## src/rtl/i2c_bridge_pkg.sv

```systemverilog
package i2c_bridge_pkg;
    typedef enum logic [2:0] {
        ST_IDLE,
        ST_ADDR,
        ST_ADDR_ACK,
        ST_RX,
        ST_RX_ACK,
        ST_FETCH,
        ST_TX,
        ST_TX_ACK
    } bus_state_e;

    localparam logic [3:0] RSV_GROUP_LO = 4'b0000;
    localparam logic [3:0] RSV_GROUP_HI = 4'b1111;
endpackage

```

## src/rtl/i2c_line_sync.sv

```systemverilog
module i2c_line_sync #(
    parameter int STAGES = 2
) (
    input  logic clk_i,
    input  logic rst_ni,
    input  logic scl_i,
    input  logic sda_i,
    output logic scl_s_o,
    output logic sda_s_o,
    output logic scl_rise_o,
    output logic scl_fall_o,
    output logic start_o,
    output logic stop_o
);
    localparam int LINES = 2;
    logic [LINES-1:0] raw;
    logic [LINES-1:0] cur;
    logic [LINES-1:0] prev;

    assign raw = {scl_i, sda_i};

    for (genvar g = 0; g < LINES; g++) begin : g_line
        logic [STAGES:0] chain_d, chain_q;
        always_comb chain_d = {chain_q[STAGES-1:0], raw[g]};
        always_ff @(posedge clk_i or negedge rst_ni) begin
            if (!rst_ni) chain_q <= '1;
            else         chain_q <= chain_d;
        end
        assign cur[g]  = chain_q[STAGES-1];
        assign prev[g] = chain_q[STAGES];
    end

    assign scl_s_o    = cur[1];
    assign sda_s_o    = cur[0];
    assign scl_rise_o = cur[1] & ~prev[1];
    assign scl_fall_o = ~cur[1] & prev[1];
    assign start_o    = cur[1] & prev[1] & prev[0] & ~cur[0];
    assign stop_o     = cur[1] & prev[1] & ~prev[0] & cur[0];
endmodule

```

## src/rtl/i2c_addr_match.sv

```systemverilog
module i2c_addr_match
    import i2c_bridge_pkg::*;
#(
    parameter int ADDR_W = 7
) (
    input  logic [ADDR_W-1:0] own_addr_i,
    input  logic [ADDR_W-1:0] mask_i,
    input  logic [ADDR_W:0]   byte_i,
    output logic              hit_o,
    output logic              gcall_o
);
    logic [ADDR_W-1:0] addr;
    logic              rw;
    logic [3:0]        group;
    logic              reserved;

    assign addr     = byte_i[ADDR_W:1];
    assign rw       = byte_i[0];
    assign group    = addr[ADDR_W-1 -: 4];
    assign reserved = (group == RSV_GROUP_LO) || (group == RSV_GROUP_HI);
    assign hit_o    = !reserved && (((addr ^ own_addr_i) & ~mask_i) == '0);
    assign gcall_o  = (addr == '0) && !rw;
endmodule

```

## src/rtl/i2c_tgt_core.sv

```systemverilog
module i2c_tgt_core
    import i2c_bridge_pkg::*;
#(
    parameter int PTR_W  = 8,
    parameter int DATA_W = 32
) (
    input  logic                      clk_i,
    input  logic                      rst_ni,
    input  logic                      sda_s_i,
    input  logic                      scl_rise_i,
    input  logic                      scl_fall_i,
    input  logic                      start_i,
    input  logic                      stop_i,
    input  logic                      hit_i,
    input  logic                      gcall_i,
    input  logic                      data_ack_en_i,
    input  logic [DATA_W-1:0]         reg_rdata_i,
    input  logic                      reg_rvalid_i,
    output logic [7:0]                byte_o,
    output logic                      sda_oe_o,
    output logic                      scl_oe_o,
    output logic                      busy_o,
    output logic                      sel_o,
    output logic                      gcall_o,
    output logic [PTR_W-3:0]          reg_addr_o,
    output logic [DATA_W-1:0]         reg_wdata_o,
    output logic                      reg_we_o,
    output logic                      reg_re_o
);
    localparam int BYTES  = DATA_W / 8;
    localparam int LANE_W = $clog2(BYTES);
    localparam int WORD_W = PTR_W - LANE_W;
    localparam logic [LANE_W-1:0] LAST_LANE = LANE_W'(BYTES - 1);

    typedef struct packed {
        bus_state_e        state;
        logic [3:0]        cnt;
        logic [7:0]        sh;
        logic [PTR_W-1:0]  ptr;
        logic [WORD_W-1:0] word;
        logic [DATA_W-1:0] wbuf;
        logic [DATA_W-1:0] rbuf;
        logic              rd;
        logic              gc;
        logic              sel;
        logic              need_ptr;
        logic              first;
        logic              mack;
        logic              sda_oe;
        logic              scl_oe;
        logic              we;
        logic              re;
        logic              busy;
    } core_t;

    core_t d, q;

    // Prepare the next byte to send: fetch a fresh word or take a lane.
    function automatic core_t begin_tx(core_t s);
        core_t            r;
        logic [LANE_W-1:0] lane;
        r    = s;
        lane = s.ptr[LANE_W-1:0];
        if (lane == '0 || s.first) begin
            r.re     = 1'b1;
            r.word   = s.ptr[PTR_W-1:LANE_W];
            r.scl_oe = 1'b1;
            r.first  = 1'b0;
            r.state  = ST_FETCH;
        end else begin
            r.sh     = s.rbuf[8*lane +: 8];
            r.sda_oe = ~s.rbuf[8*lane + 7];
            r.cnt    = '0;
            r.state  = ST_TX;
        end
        return r;
    endfunction

    logic [LANE_W-1:0] lane_q;
    assign lane_q = q.ptr[LANE_W-1:0];

    always_comb begin
        d    = q;
        d.we = 1'b0;
        d.re = 1'b0;
        unique case (q.state)
            ST_IDLE: ;
            ST_ADDR: begin
                if (scl_rise_i) begin
                    d.sh  = {q.sh[6:0], sda_s_i};
                    d.cnt = q.cnt + 4'd1;
                end else if (scl_fall_i && q.cnt == 4'd8) begin
                    d.cnt = '0;
                    if (gcall_i) begin
                        d.gc     = 1'b1;
                        d.rd     = 1'b0;
                        d.sda_oe = 1'b1;
                        d.state  = ST_ADDR_ACK;
                    end else if (hit_i) begin
                        d.sel    = 1'b1;
                        d.rd     = q.sh[0];
                        d.sda_oe = 1'b1;
                        d.state  = ST_ADDR_ACK;
                    end else begin
                        d.state  = ST_IDLE;
                    end
                end
            end
            ST_ADDR_ACK: begin
                if (scl_fall_i) begin
                    d.sda_oe = 1'b0;
                    if (q.rd) begin
                        d = begin_tx(d);
                    end else begin
                        d.need_ptr = !q.gc;
                        d.state    = ST_RX;
                    end
                end
            end
            ST_RX: begin
                if (scl_rise_i) begin
                    d.sh  = {q.sh[6:0], sda_s_i};
                    d.cnt = q.cnt + 4'd1;
                end else if (scl_fall_i && q.cnt == 4'd8) begin
                    d.cnt = '0;
                    if (!data_ack_en_i) begin
                        d.state = ST_IDLE;
                    end else begin
                        d.sda_oe = 1'b1;
                        d.state  = ST_RX_ACK;
                        if (q.need_ptr) begin
                            d.ptr      = PTR_W'(q.sh);
                            d.need_ptr = 1'b0;
                        end else if (!q.gc) begin
                            d.wbuf[8*lane_q +: 8] = q.sh;
                            d.ptr = q.ptr + PTR_W'(1);
                            if (lane_q == LAST_LANE) begin
                                d.we   = 1'b1;
                                d.word = q.ptr[PTR_W-1:LANE_W];
                            end
                        end
                    end
                end
            end
            ST_RX_ACK: begin
                if (scl_fall_i) begin
                    d.sda_oe = 1'b0;
                    d.state  = ST_RX;
                end
            end
            ST_FETCH: begin
                if (reg_rvalid_i) begin
                    d.rbuf   = reg_rdata_i;
                    d.sh     = reg_rdata_i[8*lane_q +: 8];
                    d.sda_oe = ~reg_rdata_i[8*lane_q + 7];
                    d.cnt    = '0;
                    d.state  = ST_TX;
                end
            end
            ST_TX: begin
                d.scl_oe = 1'b0;
                if (scl_fall_i) begin
                    if (q.cnt == 4'd7) begin
                        d.sda_oe = 1'b0;
                        d.ptr    = q.ptr + PTR_W'(1);
                        d.state  = ST_TX_ACK;
                    end else begin
                        d.cnt    = q.cnt + 4'd1;
                        d.sh     = {q.sh[6:0], 1'b0};
                        d.sda_oe = ~q.sh[6];
                    end
                end
            end
            ST_TX_ACK: begin
                if (scl_rise_i) begin
                    d.mack = !sda_s_i;
                end else if (scl_fall_i) begin
                    if (q.mack) d = begin_tx(d);
                    else        d.state = ST_IDLE;
                end
            end
            default: d.state = ST_IDLE;
        endcase

        if (start_i) begin
            d.state    = ST_ADDR;
            d.cnt      = '0;
            d.busy     = 1'b1;
            d.sel      = 1'b0;
            d.gc       = 1'b0;
            d.sda_oe   = 1'b0;
            d.scl_oe   = 1'b0;
            d.first    = 1'b1;
            d.need_ptr = 1'b0;
        end
        if (stop_i) begin
            d.state  = ST_IDLE;
            d.busy   = 1'b0;
            d.sel    = 1'b0;
            d.gc     = 1'b0;
            d.sda_oe = 1'b0;
            d.scl_oe = 1'b0;
        end
    end

    always_ff @(posedge clk_i or negedge rst_ni) begin
        if (!rst_ni) q <= '0;
        else         q <= d;
    end

    assign byte_o      = q.sh;
    assign sda_oe_o    = q.sda_oe;
    assign scl_oe_o    = q.scl_oe;
    assign busy_o      = q.busy;
    assign sel_o       = q.sel;
    assign gcall_o     = q.gc;
    assign reg_addr_o  = q.word;
    assign reg_wdata_o = q.wbuf;
    assign reg_we_o    = q.we;
    assign reg_re_o    = q.re;
endmodule

```

## src/rtl/i2c_reg_bridge.sv

```systemverilog
module i2c_reg_bridge #(
    parameter int ADDR_W = 7,
    parameter int PTR_W  = 8,
    parameter int DATA_W = 32,
    parameter int SYNC_STAGES = 2
) (
    input  logic              clk_i,
    input  logic              rst_ni,
    input  logic              scl_i,
    input  logic              sda_i,
    output logic              scl_oe_o,
    output logic              sda_oe_o,
    input  logic [ADDR_W-1:0] own_addr_i,
    input  logic [ADDR_W-1:0] addr_mask_i,
    input  logic              data_ack_en_i,
    output logic              busy_o,
    output logic              sel_o,
    output logic              gcall_o,
    output logic [PTR_W-3:0]  reg_addr_o,
    output logic [DATA_W-1:0] reg_wdata_o,
    output logic              reg_we_o,
    output logic              reg_re_o,
    input  logic [DATA_W-1:0] reg_rdata_i,
    input  logic              reg_rvalid_i
);
    logic       scl_s_w, sda_s_w, scl_rise_w, scl_fall_w, start_w, stop_w;
    logic       hit_w, gc_w;
    logic [7:0] byte_w;

    i2c_line_sync #(.STAGES(SYNC_STAGES)) u_sync (
        .clk_i      (clk_i),
        .rst_ni     (rst_ni),
        .scl_i      (scl_i),
        .sda_i      (sda_i),
        .scl_s_o    (scl_s_w),
        .sda_s_o    (sda_s_w),
        .scl_rise_o (scl_rise_w),
        .scl_fall_o (scl_fall_w),
        .start_o    (start_w),
        .stop_o     (stop_w)
    );

    i2c_addr_match #(.ADDR_W(ADDR_W)) u_match (
        .own_addr_i (own_addr_i),
        .mask_i     (addr_mask_i),
        .byte_i     (byte_w[ADDR_W:0]),
        .hit_o      (hit_w),
        .gcall_o    (gc_w)
    );

    i2c_tgt_core #(.PTR_W(PTR_W), .DATA_W(DATA_W)) u_core (
        .clk_i         (clk_i),
        .rst_ni        (rst_ni),
        .sda_s_i       (sda_s_w),
        .scl_rise_i    (scl_rise_w),
        .scl_fall_i    (scl_fall_w),
        .start_i       (start_w),
        .stop_i        (stop_w),
        .hit_i         (hit_w),
        .gcall_i       (gc_w),
        .data_ack_en_i (data_ack_en_i),
        .reg_rdata_i   (reg_rdata_i),
        .reg_rvalid_i  (reg_rvalid_i),
        .byte_o        (byte_w),
        .sda_oe_o      (sda_oe_o),
        .scl_oe_o      (scl_oe_o),
        .busy_o        (busy_o),
        .sel_o         (sel_o),
        .gcall_o       (gcall_o),
        .reg_addr_o    (reg_addr_o),
        .reg_wdata_o   (reg_wdata_o),
        .reg_we_o      (reg_we_o),
        .reg_re_o      (reg_re_o)
    );
endmodule

```

## config.mk

```make
export PLATFORM = sky130hd
export DESIGN_NAME = i2c_reg_bridge
export DESIGN_NICKNAME = d
export VERILOG_FILES = /design/src/rtl/i2c_bridge_pkg.sv /design/src/rtl/i2c_line_sync.sv /design/src/rtl/i2c_addr_match.sv /design/src/rtl/i2c_tgt_core.sv /design/src/rtl/i2c_reg_bridge.sv
export SDC_FILE = /design/constraint.sdc
export NUM_CORES = 1
export LEC_CHECK = 0
export ABC_CLOCK_PERIOD_IN_PS = 5200
export BUFFER_PORTS_ARGS = -buffer_cell sky130_fd_sc_hd__buf_2
export CORE_MARGIN = 5
export CORE_UTILIZATION = 45
export CTS_BUF_LIST = sky130_fd_sc_hd__clkbuf_2 sky130_fd_sc_hd__clkbuf_4 sky130_fd_sc_hd__clkbuf_8
export DETAILED_ROUTE_END_ITERATION = 10
export GPL_ROUTABILITY_DRIVEN = 0
export PLACE_DENSITY = 0.66
export SKIP_CTS_REPAIR_TIMING = 1
export SYNTH_ARGS = -nofsm -noshare
export SYNTH_HDL_FRONTEND = slang
export SYNTH_SLANG_ARGS = --single-unit
```

## constraint.sdc

```tcl
create_clock -name clk_i -period 5.2 [get_ports clk_i]
set_input_delay 1.04 -clock clk_i [delete_from_list [all_inputs] [get_ports clk_i]]
set_output_delay 1.04 -clock clk_i [all_outputs]
set_load 0.005 [all_outputs]
```

# After elaboration in Yosys (flattened, before gate mapping)
# Cells that the tools add are included.
# word_totals
ff_bits,110
inputBits,52
output_inout_bits,45
# op_classes
n_addsub,4
order_cmp,1
n_eq_ne,65
shift,4
mux,94
bitwise,22
reduce_logical,43
# ops
op,n
$mux W104,2
$mux W46,4
$pmux W38 S3,1
$mux W101,1
$mux W98,1
$pmux W32 S3,1
$mux W93,1
$pmux W12 S6,1
$shiftx A32 B6 Y8,2
$ne A4 B3 Y1 const B,11
$mux W38,1
$mux W1,35
$neg A5 Y34,1
$shift A8 B34 Y32 const A,1
$shiftx A8 B34 Y32,1
$ne A3 B3 Y1 const B,11
$bwmux W32,1
$lt A32 B6 Y1 const B,1
$mux W32,1
$pmux W8 S4,1
$mux W3,10
$mux W7,4
$mux W12,2
$mux W8,3
53 further kinds,135

# Longest topological paths before layout
# Gate-level depths: netlist of the first run.
# depth
word_depth,11
ltp_mapped,11

# Hierarchy
# From an unflattened synthesis of the first run, not the netlist that was laid out.
# unflattened
cells_unflattened,624
hier_area_um2,6294.8
# modules_own_cells
mod,n_inst,cells_each,area_per_inst_um2,seq_area_each_um2
i2c_tgt_core,1,596,5977.0,2602.5
i2c_line_sync,1,10,190.2,157.7
i2c_addr_match,1,18,127.6,0.0

# Worst setup path after synthesis of the first run
# No wires, ideal clock.
# synth_path
kind,register to register
startpoint,register u_core.q (netlist bit u_core.lane_q[1])
endpoint,register u_core.q (netlist bit u_core.sda_oe_o)
setup_ps,136
arrival_ps,2559
slack_ps,2505
stages_incl_launch_ff,12
cell_sequence,dfrtp_1 clkbuf_1 clkbuf_1 inv_1 ha_1 or2_2 clkbuf_1 nor2_1 o21a_1 o21ai_0 a2111oi_0 nor3b_1
# synth_between
elab_chain_cells,11
# synth_rtl
item,line,source
"start, declared",i2c_tgt_core.sv:56,"core_t d, q;"
"start signal, assigned",i2c_tgt_core.sv:207,if (!rst_ni) q <= '0;
"start signal, assigned",i2c_tgt_core.sv:208,else q <= d;
$add A5 B3 Y6,"i2c_tgt_core.sv:72, i2c_tgt_core.sv:155",
$bmux W1 S5,i2c_tgt_core.sv:72,r.sda_oe = ~s.rbuf[8*lane + 7];
$mux W1 (implied by the code),i2c_tgt_core.sv:72,
$not A1 Y1,i2c_tgt_core.sv:72,
$mux W1,i2c_tgt_core.sv:64,if (lane == '0 || s.first) begin
$mux W101,i2c_tgt_core.sv:178,if (q.mack) d = begin_tx(d);
$mux W104,i2c_tgt_core.sv:177,end else if (scl_fall_i) begin
$mux W5,i2c_tgt_core.sv:175,if (scl_rise_i) begin
$pmux W1 S7,i2c_tgt_core.sv:86,unique case (q.state)
$mux W2,i2c_tgt_core.sv:185,if (start_i) begin
$mux W2,i2c_tgt_core.sv:196,if (stop_i) begin
# Several ways; a longest one is shown, not always the timed one. The select of a mux whose other input is x is not followed.
# A chain may end at the register's enable or synchronous reset.

# Final worst setup path of the first run
# layout_path
startpoint,register u_core.q[101] in the netlist's numbering
endpoint,register u_core.q[99] in the netlist's numbering
# layout_between
elab_chain_cells,3
# layout_rtl
item,line
"$eq A3 B2 Y1, or another cell as far along",i2c_tgt_core.sv:86
"$ne A4 B3 Y1 (no line), or another cell as far along",n/a
$reduce_and A11 Y1 (no line) / $mux W7 (equally long branches),n/a
# Several ways; a longest one is shown, not always the timed one.

==> results of run 1 <==
## stage by stage
stage,total power [mW],setup WS (ns),cells,util,hold slack [ns]
finish,2.891,2.359,848,0.4936,0.3600
CTS,2.903,2.435,848,0.4936,0.3608
global route,3.075,2.186,848,0.4936,0.3666
floorplan,1.994,2.505,627,-,0.3452
global placement,2.227,2.460,832,0.4753,0.3462
detailed placement,2.263,2.433,832,0.4753,0.3468
## path summary, 6_finish.rpt
kind	startpoint	depth (start not counted)	end	slack, ns
min reg2reg	u_sync.g_line[0].chain_q[0]$_DFF_PN1_	0	u_sync.g_line[0].chain_q[1]$_DFF_PN1_	0.36
min in group asynchronous	rst_ni	1	u_core.reg_wdata_o[30]$_DFFE_PN0P_	0.78
max	u_core.q[101]$_DFFE_PN0P_	6	u_core.q[99]$_DFFE_PN0P_	2.36
max in group asynchronous	rst_ni	2	u_core.byte_o[5]$_DFFE_PN0P_	3.37
max reg2reg	u_core.q[101]$_DFFE_PN0P_	6	u_core.q[99]$_DFFE_PN0P_	2.36
min	u_sync.g_line[0].chain_q[0]$_DFF_PN1_	0	u_sync.g_line[0].chain_q[1]$_DFF_PN1_	0.36
## critical path: stages (launching register included)
cell,delay (ns)
dfrtp_1,1.03
inv_2,0.14
nand2_1,0.27
o21ba_2,0.21
a211o_1,0.30
or4_4,0.56
o32ai_2,0.22
## power by group through the flow
stage	clock network (mW)	logic, mW	registers [mW]
floorplan	0	0.866	1.13
global placement	0	0.942	1.28
detailed placement	0	0.964	1.30
CTS	0.653	0.969	1.28
global route	0.679	1.08	1.32
finish	0.632	0.971	1.29
## layout make-up
class | count | area [um2] | share of cell area
repair buffers | 100 | 513.0 | 0.07576
clock inverters | 7 | 126.4 | 0.01866
well taps | 180 | 225.2 | 0.03326
inverters | 30 | 112.6 | 0.01663
flip-flops and latches | 110 | 2760 | 0.4076
clock buffers | 9 | 123.9 | 0.01829
multi-input cells | 412 | 2910 | 0.4298
## per-layer routing
| metal | wire length, um | vias up | GRT usage |
|---|---|---|---|
| li1 | - | 2279 | - |
| met1 | 6643 | 2376 | 0.2541 |
| met2 | 7076 | 171 | 0.3047 |
| met3 | 925 | 28 | 0.03554 |
| met4 | 336 | 0 | 0.07179 |
| met5 | 0 | - | 0 |
## kinds of logic (layout without fill, tap and decap cells)
logic type	count (synthesis)	after routing	share of synthesized area
AND/OR/NAND/NOR	188	188	0.1427
AO/OA/AOI/OAI	150	150	0.1630
flip-flops	110	110	0.4433
buffers and inverters	105	146	0.08922
multiplexers	56	56	0.1298
adder cells (fa/ha/maj)	11	11	0.02211
XOR/XNOR	7	7	0.009847
## placed cells by master, fill, tap and decap left out, drive strengths merged, types with 3 or more instances in the layout
master and n:
dfrtp 104, buf 100, nand2 95, o21ai 54
mux2 38, inv 32, nor2 31, a21oi 21
mux4 16, o2bb2ai 13, ha 11, a31oi 10
and3 9, clkbuf 9, nor3 8, o22a 8
nand2b 7, xnor2 7, a222oi 7, dfstp 6
nor3b 6, nor4 5, o22ai 5, or3 5
nor2b 4, o32ai 4, bufinv 3, and2 3
## registers in the layout, summed over array words and instances, names as in the netlist
name                   flops
u_core.lane_q              2
u_core.busy_o              1
u_core.sel_o               1
u_sync.g_line.chain_q      6
u_core.reg_we_o            1
u_core.reg_wdata_o        32
u_core.gcall_o             1
u_core.sda_oe_o            1
u_core.scl_oe_o            1
u_core.byte_o              8
u_core.reg_addr_o          6
u_core.reg_re_o            1
u_core.q                  49
==> key figures, run 1 <==
Run status
  – Status: completed

Logic synthesis
  – Top cells by count, synth: 104 x dfrtp_1, 95 x nand2_1, 42 x buf_4, 38 x mux2_2, 31 x nor2_1
  – Cell count after synthesis: approximately 630
  – Top cells by area, synth: dfrtp_1 42%, mux2_2 6.9%, mux4_2 5.8%, nand2_1 5.7%, buf_4 5.1%
  – Register area share after synthesis: 0.4433
  – Yosys cell types: 71
  – Yosys warns: 0
  – Most common cell in the netlist: dfrtp_1
  – Mapped Area: roughly 6200 um2
  – Avg Inst Size Synth: between 9 and 10 um2
  – Yosys top cell by area: dfrtp_1
  – Async SR Flop Fraction: 1.000
  – Synthesized flop and latch total: 110
  – Commonest register cell after synthesis: dfrtp_1
  – Synth top area share: 0.4180
  – Post-synth EDFFs: 0
  – Syn Nets: between 600 and 700

Place
  – HPWL after DPL: ~11000 um
  – Post-DP Area: 6521 um2
  – Port Buffers: 96

Timing
  – Number of hold violations in the final report: 0
  – Skew final: 0.01538 ns
  – Final Max Tran Viols: 0
  – RSZ-0062 raised after global routing: no
  – Final critical-path required period: about 2.8 ns
  – Setup violations, final: 0
  – Final worst path period share: 0.5463
  – Worst-Margin Slew: between 1 and 1.5 ns
  – Slew headroom: 0.3186
  – Fmax: 0.3520 GHz
  – Setup TNS: 0 ns

Detailed routing
  – DR iter-0 viols: about 480
  – DRC: 0
  – 1st-pass router iterations: 5
  – Routed Wire Length: approximately 15000 um
  – Drt via density: 5.724
  – Vias: about 4.9k
  – Per-cell routed wire length: approximately 18 um
  – Number of routed nets with antenna violations: 0

GRT
  – First-pass GRT wire length: ~25000 um
  – Total track usage: 0.1889
  – Initial antenna violation count: 0
  – Vias in the first global route: roughly 4.9k
  – Gr ovfl total: 0
  – Largest net degree at the start of global routing: 75

CTS
  – H-Tree Depth: 3
  – Clk slew on worst S/H paths: 0.10 ns
  – Clk sinks: 110
  – Clk_lat worst skew: between 0.3 and 0.4 ns
  – CTS tree: yes
  – Longest Clk Path Bufs: 2
  – CTS Root Cell: clkbuf_8
  – Total CTS buffers: 9

Floorplanning
  – Core area: around 14000 um2
  – Die width: ~130 um
  – Ports: between 90 and 100
  – Rows: between 40 and 50
  – Starting density of the core: 0.4538
  – Full die area: roughly 16000 um2
  – Die height: ~130 um

Pwr
  – Clock power frac: 0.219
  – Worst vdd rail ir drop: 0.0002105 V
  – Sequential share of power: 0.445
  – Sw Pwr: ~1.0 mW
  – Pleak: between 3 and 4 nW
  – Sw Ratio: 0.3624
  – Power Internal: roughly 1.8 mW
  – Comb power frac: 0.336
  – PD cells: roughly 430 nW/um2

Critical path
  – Crit. End Element: flop
  – Startpoint Class: flop
  – Worst-path fanout max: 30
  – Worst setup path class: flop to flop
  – Crit path DAT: 3.13 ns
  – Worst Path Required: about 5.5 ns

Finish
  – Final-stage net count: between 700 and 800
  – Post-route cell area: around 6800 um2
  – Fill cells: approximately 1.3k
  – N_diodes: 0
  – Share of cells above drive strength 1: 0.2829
  – Layout area overhead: 8.762%

Flow run
  – MaxCap Viol Count: 0

Hold path
  – HP Class: flop to flop
Power figures use the tool's default switching activity.
==> run 2: changes to the inputs <==
ABC_CLOCK_PERIOD_IN_PS = 2810   (was 5200)
clock period = 2.81 ns   (was 5.2 ns; I/O delays follow)
==> run 2 against run 1 <==
Fmax is 10% higher. Routed wire length is 1.4% higher. Critical endpoint unchanged. Total power is 84% higher. Largest power group unchanged. First-iteration DRC count is 14% lower. Largest cell class unchanged.
==> key figures, run 2 (synthesis results as in run 1) <==
GRT
  – Total track usage: 0.1924
  – Largest net degree at the start of global routing: 48
  – Gr ovfl total: 0
  – First-pass GRT wire length: 24890 um
  – Initial antenna violation count: 0
  – Vias in the first global route: roughly 4.9k

Timing
  – Number of hold violations in the final report: 0
  – Hold_ws: 0.1424 ns
  – Final critical-path required period: roughly 2.6 ns
  – Skew final: 0.01337 ns
  – Final Max Tran Viols: 0
  – Setup violations, final: 0
  – RSZ-0062 raised after global routing: no
  – Slew headroom: 0.5956
  – Final worst path period share: 0.9176
  – Worst-Margin Slew: between 0.6 and 0.7 ns
  – Fmax: 0.3878 GHz
  – Setup TNS: 0 ns

Run status
  – Status: completed

Finish
  – Area of the multi-input gates: between 2000 and 3000 um2
  – Max reg flops: roughly 50
  – Fill cells: 1288
  – Share of cells above drive strength 1: 0.3068
  – Final std cells w/o fill: 871
  – N_diodes: 0
  – Top reg by flops: u_core.q
  – Commonest non-fill, non-tap cells in the layout: 104 x dfrtp_1, 95 x nand2_1, 95 x buf_2, 38 x mux2_2, 31 x nor2_1
  – Layout area overhead: 11.09%
  – FF/Latch Area: approximately 2800 um2
  – Final-stage net count: 749
  – Most common cell after layout, fill and taps aside: dfrtp_1

CTS
  – CTS tree: yes
  – Clk sinks: between 100 and 150
  – CTS Root Cell: clkbuf_8
  – Longest Clk Path Bufs: 2
  – Total CTS buffers: 9
  – Clk slew on worst S/H paths: about 0.10 ns
  – H-Tree Depth: 3
  – Clk_lat worst skew: between 0.3 and 0.4 ns

Floorplanning
  – Full die area: 16290 um2
  – Starting density of the core: 0.4538
  – Die width: ~130 um
  – Core area: 13720 um2
  – Die height: roughly 130 um
  – Rows: 43
  – Ports: between 90 and 100

Flow run
  – MaxCap Viol Count: 0

Critical path
  – Crit path DAT: approximately 2.9 ns
  – Worst r2r path cells: 8
  – Worst setup path class: flop to flop
  – Worst-path fanout max: 8
  – CP Cell Sequence: inv_1, ha_1, inv_2, a31o_1, a221oi_2, a211o_1, or4_4, o32ai_2
  – Critical path depth: 8
  – Startpoint Class: flop
  – Worst r2r src: u_sync.g_line[1].chain_q[2]$_DFF_PN1_
  – Crit path launch: u_sync.g_line[1].chain_q[2]$_DFF_PN1_
  – Slowest stage delay, CP: between 0.5 and 0.6 ns
  – Worst path bufs/invs: 2
  – Worst Path Required: 3.10 ns
  – Slowest CP cell: or4_4
  – CP top delay family: compound AO/OA/AOI/OAI gates
  – Crit. End Element: flop

Detailed routing
  – Per-cell routed wire length: around 17 um
  – Routed Wire Length: ~15000 um
  – Number of routed nets with antenna violations: 0
  – 1st-pass router iterations: 5
  – DRC: 0
  – Vias: just under 5k
  – DR iter-0 viols: between 400 and 500
  – Drt via density: between 5 and 6

Hold path
  – HP Class: input pin to asynchronous set/reset pin

Pwr
  – Design Power: approximately 5.3 mW
  – Pleak: 3.154 nW
  – Worst vdd rail ir drop: roughly 0.00043 V
  – PD cells: just under 800 nW/um2

Place
  – Port Buffers: 96
  – HPWL after DPL: around 11000 um
  – Dpl cells: ~860
[run 2: changes by cell type in the layout (fill, tap and decap cells not counted), sizes merged]
| cell | delta |
|---|---|
| buf | +23 |
| bufinv | -2 |
| clkbuf | +2 |
| clkinv | +1 |
| clkinvlp | -1 |
[run 2: power breakdown]
part | leakage, nW | total [mW] | switching (mW) | internal, mW
sequential | 1.43 | 2.28 | 0.361 | 1.92
combinational | 1.61 | 2.00 | 1.01 | 0.991
clock | 0.108 | 1.03 | 0.572 | 0.459
total | 3.15 | 5.32 | 1.95 | 3.37
[run 2: final cells by class]
cell class / count / share of cell area
clock buffer: 11 / 0.02098
clock inverter: 5 / 0.009407
inverter: 30 / 0.01628
multi-input combinational: 412 / 0.4208
sequential: 110 / 0.3991
tap: 180 / 0.03256
timing repair buffer: 123 / 0.1009
[run 2: worst paths after layout]
path | to | slack, ns
max in group asynchronous | u_core.reg_wdata_o[0]$_DFFE_PN0P_ | 1.93
worst max register to register | u_core.q[99]$_DFFE_PN0P_ | 0.23
worst min-delay path | u_core.reg_wdata_o[26]$_DFFE_PN0P_ | 0.14
worst min register to register | u_sync.g_line[1].chain_q[1]$_DFF_PN1_ | 0.36
min in group clk_i | u_sync.g_line[1].chain_q[0]$_DFF_PN1_ | 0.27
worst max-delay path | u_core.q[99]$_DFFE_PN0P_ | 0.23
[run 2: layer usage]
metal / share of wire / up-vias / GRT usage
met4: 0.026 / 0 / 0.08365
met3: 0.058 / 25 / 0.03386
met1: 0.45 / 2392 / 0.2620
met5: 0 / - / 0
met2: 0.46 / 196 / 0.3038
li1: - / 2323 / -
[run 2: through the flow]
| stage | setup slack [ns] | area (um2) | utilization |
|---|---|---|---|
| 2_1_floorplan | 0.1155 | 6226 | - |
| 3_3_place_gp | 0.3947 | 6706 | 0.4888 |
| 3_5_place_dp | 0.2701 | 6706 | 0.4888 |
| 4_1_cts | 0.2563 | 6917 | 0.5042 |
| 5_1_grt | 0.09158 | 6917 | 0.5042 |
| 6_report | 0.2316 | 6917 | 0.5042 |
==> run 3: changes to the inputs <==
BUFFER_PORTS_ARGS = default   (was -buffer_cell sky130_fd_sc_hd__buf_2)
CORE_ASPECT_RATIO = 1.25   (was default)
DONT_BUFFER_PORTS = 1   (was default)
PLACE_DENSITY = default   (was 0.66)
==> run 3 against run 2 <==
Highest routed layer unchanged. Critical path type unchanged. Largest power group unchanged. Flip-flop and latch count is the same. The run now ends with hold timing left. Design area shrank 7.5%. Sequential power is essentially flat. Setup slack lost 0.17 ns. Routed wire length grew 0.22%. Clock power is essentially flat. Critical endpoint is now u_core.sda_oe_o$_DFFE_PN0P_.
==> key figures, run 3 (synthesis results as in run 1) <==
Run status
  – Status: finished with violations
  – Failing checks: hold timing

Timing
  – Slew headroom: 0.6144
  – Setup TNS: 0 ns
  – RSZ-0062 raised after global routing: no
  – Worst-Margin Slew: approximately 0.57 ns
  – Final Max Tran Viols: 0
  – Fmax: about 0.36 GHz
  – Number of hold violations in the final report: ~100
  – Final worst path period share: 0.9799
  – Setup violations, final: 0
  – Hold_ws: -0.1312 ns
  – Final critical-path required period: roughly 2.8 ns
  – Skew final: between 0.01 and 0.015 ns

Critical path
  – Worst setup path class: flop to flop
  – Crit. End Element: flop
  – Reg2reg setup slack: roughly 0.057 ns
  – R2R Path End: u_core.sda_oe_o$_DFFE_PN0P_
  – Worst Path Required: slightly above 3 ns
  – Startpoint Class: flop
  – Worst r2r src: u_sync.g_line[1].chain_q[2]$_DFF_PN1_
  – Worst r2r path cells: 7
  – Crit path DAT: 3.00 ns
  – Worst-path fanout max: 9

Detailed routing
  – DRC: 0
  – DR iter-0 viols: about 400
  – Routed Wire Length: about 15000 um
  – Number of routed nets with antenna violations: 0
  – 1st-pass router iterations: 5
  – Drt via density: between 6 and 7
  – Vias: roughly 4.6k
  – Per-cell routed wire length: between 15 and 20 um

GRT
  – First-pass GRT wire length: 24380 um
  – Vias in the first global route: 4642
  – Initial antenna violation count: 0
  – Gr ovfl total: 0
  – Total track usage: 0.1889
  – Largest net degree at the start of global routing: 111

Floorplanning
  – Core area: roughly 14000 um2
  – Starting density of the core: 0.4547
  – Full die area: around 16000 um2
  – Ports: 97
  – Die height: 141.5 um
  – Die width: roughly 120 um
  – Rows: 48

CTS
  – H-Tree Depth: 3
  – Clk slew on worst S/H paths: approximately 0.11 ns
  – Total CTS buffers: 9
  – Clk sinks: between 100 and 150
  – CTS Root Cell: clkbuf_8
  – CTS tree: yes
  – Clk_lat worst skew: 0.38 ns
  – Longest Clk Path Bufs: 2

Finish
  – Commonest non-fill, non-tap cells in the layout: 104 x dfrtp_1, 95 x nand2_1, 38 x mux2_2, 31 x nor2_1, 30 x o21ai_0
  – Layout area overhead: 2.773%
  – Share of cells above drive strength 1: 0.1939
  – N_diodes: 0
  – Final-stage net count: ~650
  – Max reg flops: 49
  – Top reg by flops: u_core.q
  – Most common cell after layout, fill and taps aside: dfrtp_1

Pwr
  – PD cells: a little over 800 nW/um2
  – Worst vdd rail ir drop: 0.0003667 V
  – Pleak: roughly 2.7 nW

Hold path
  – HP Class: input pin to asynchronous set/reset pin

Place
  – Port Buffers: 0
  – HPWL after DPL: 11130 um

Flow run
  – MaxCap Viol Count: 0
## run 3: cell types whose count changed in the layout (fill, tap and decap cells not counted)
cell        delta
clkinv_4       -1
buf_2         -95
a21boi_1       -1
inv_6          -1
buf_12         -1
clkinv_2       +1
clkinvlp_4     +2
a21boi_2       +1
clkbuf_4       -1
buf_4          -2
## run 3: stage by stage
stage	instances	setup WS [ns]	util	cell area (um2)	power [mW]
after detailed placement	752	0.1465	0.4520	6190	4.272
after global placement	752	0.2797	0.4520	6190	4.212
after global routing	768	0.02071	0.4673	6399	5.599
after CTS	768	0.1391	0.4670	6395	5.286
after floorplan	627	0.1155	-	6226	3.690
final	768	0.05658	0.4673	6399	5.256
## run 3: power by group
part	switching [mW]	internal [mW]
clock network	0.557	0.442
registers	0.335	1.92
logic	1.03	0.972
total	1.92	3.34
## run 3: layout make-up
type | count | area [um2]
clock buffers | 10 | 137.6
clock inverters | 6 | 67.56
fillers | 1291 | 7295
inverters | 30 | 112.6
multi-input cells | 412 | 2914
flip-flops and latches | 110 | 2760
well taps | 175 | 219.0
repair buffers | 25 | 187.7
## run 3: worst max-delay path: stages, from the launching register on
cell and delay [ns]:
dfstp_2 0.56, ha_1 0.35, and4b_1 0.27, o22ai_1 0.08, a2111oi_0 0.57, o21ai_0 0.27, a2111oi_0 0.42, nor3b_1 0.11
## run 3: how the worst max path moves through the flow
stage / startpoint / depth (start not counted) / end / slack (ns)
2_1_floorplan: u_core.lane_q[1]$_DFFE_PN0P_ / 11 / u_core.sda_oe_o$_DFFE_PN0P_ / 0.12
3_3_place_gp: u_sync.g_line[1].chain_q[2]$_DFF_PN1_ / 7 / u_core.q[101]$_DFFE_PN0P_ / 0.28
3_5_place_dp: u_sync.g_line[1].chain_q[2]$_DFF_PN1_ / 7 / u_core.sda_oe_o$_DFFE_PN0P_ / 0.15
4_1_cts: u_sync.g_line[1].chain_q[2]$_DFF_PN1_ / 7 / u_core.sda_oe_o$_DFFE_PN0P_ / 0.14
5_1_grt: u_sync.g_line[1].chain_q[2]$_DFF_PN1_ / 7 / u_core.sda_oe_o$_DFFE_PN0P_ / 0.02
6_report: u_sync.g_line[1].chain_q[2]$_DFF_PN1_ / 7 / u_core.sda_oe_o$_DFFE_PN0P_ / 0.06
## run 3: routing by layer
layer  share of wire  up-vias  GRT usage
li1                -     2114          -
met3           0.089       31    0.04778
met5               0        -          0
met2            0.48      234     0.3073
met4           0.025        0    0.07417
met1            0.40     2236     0.2405
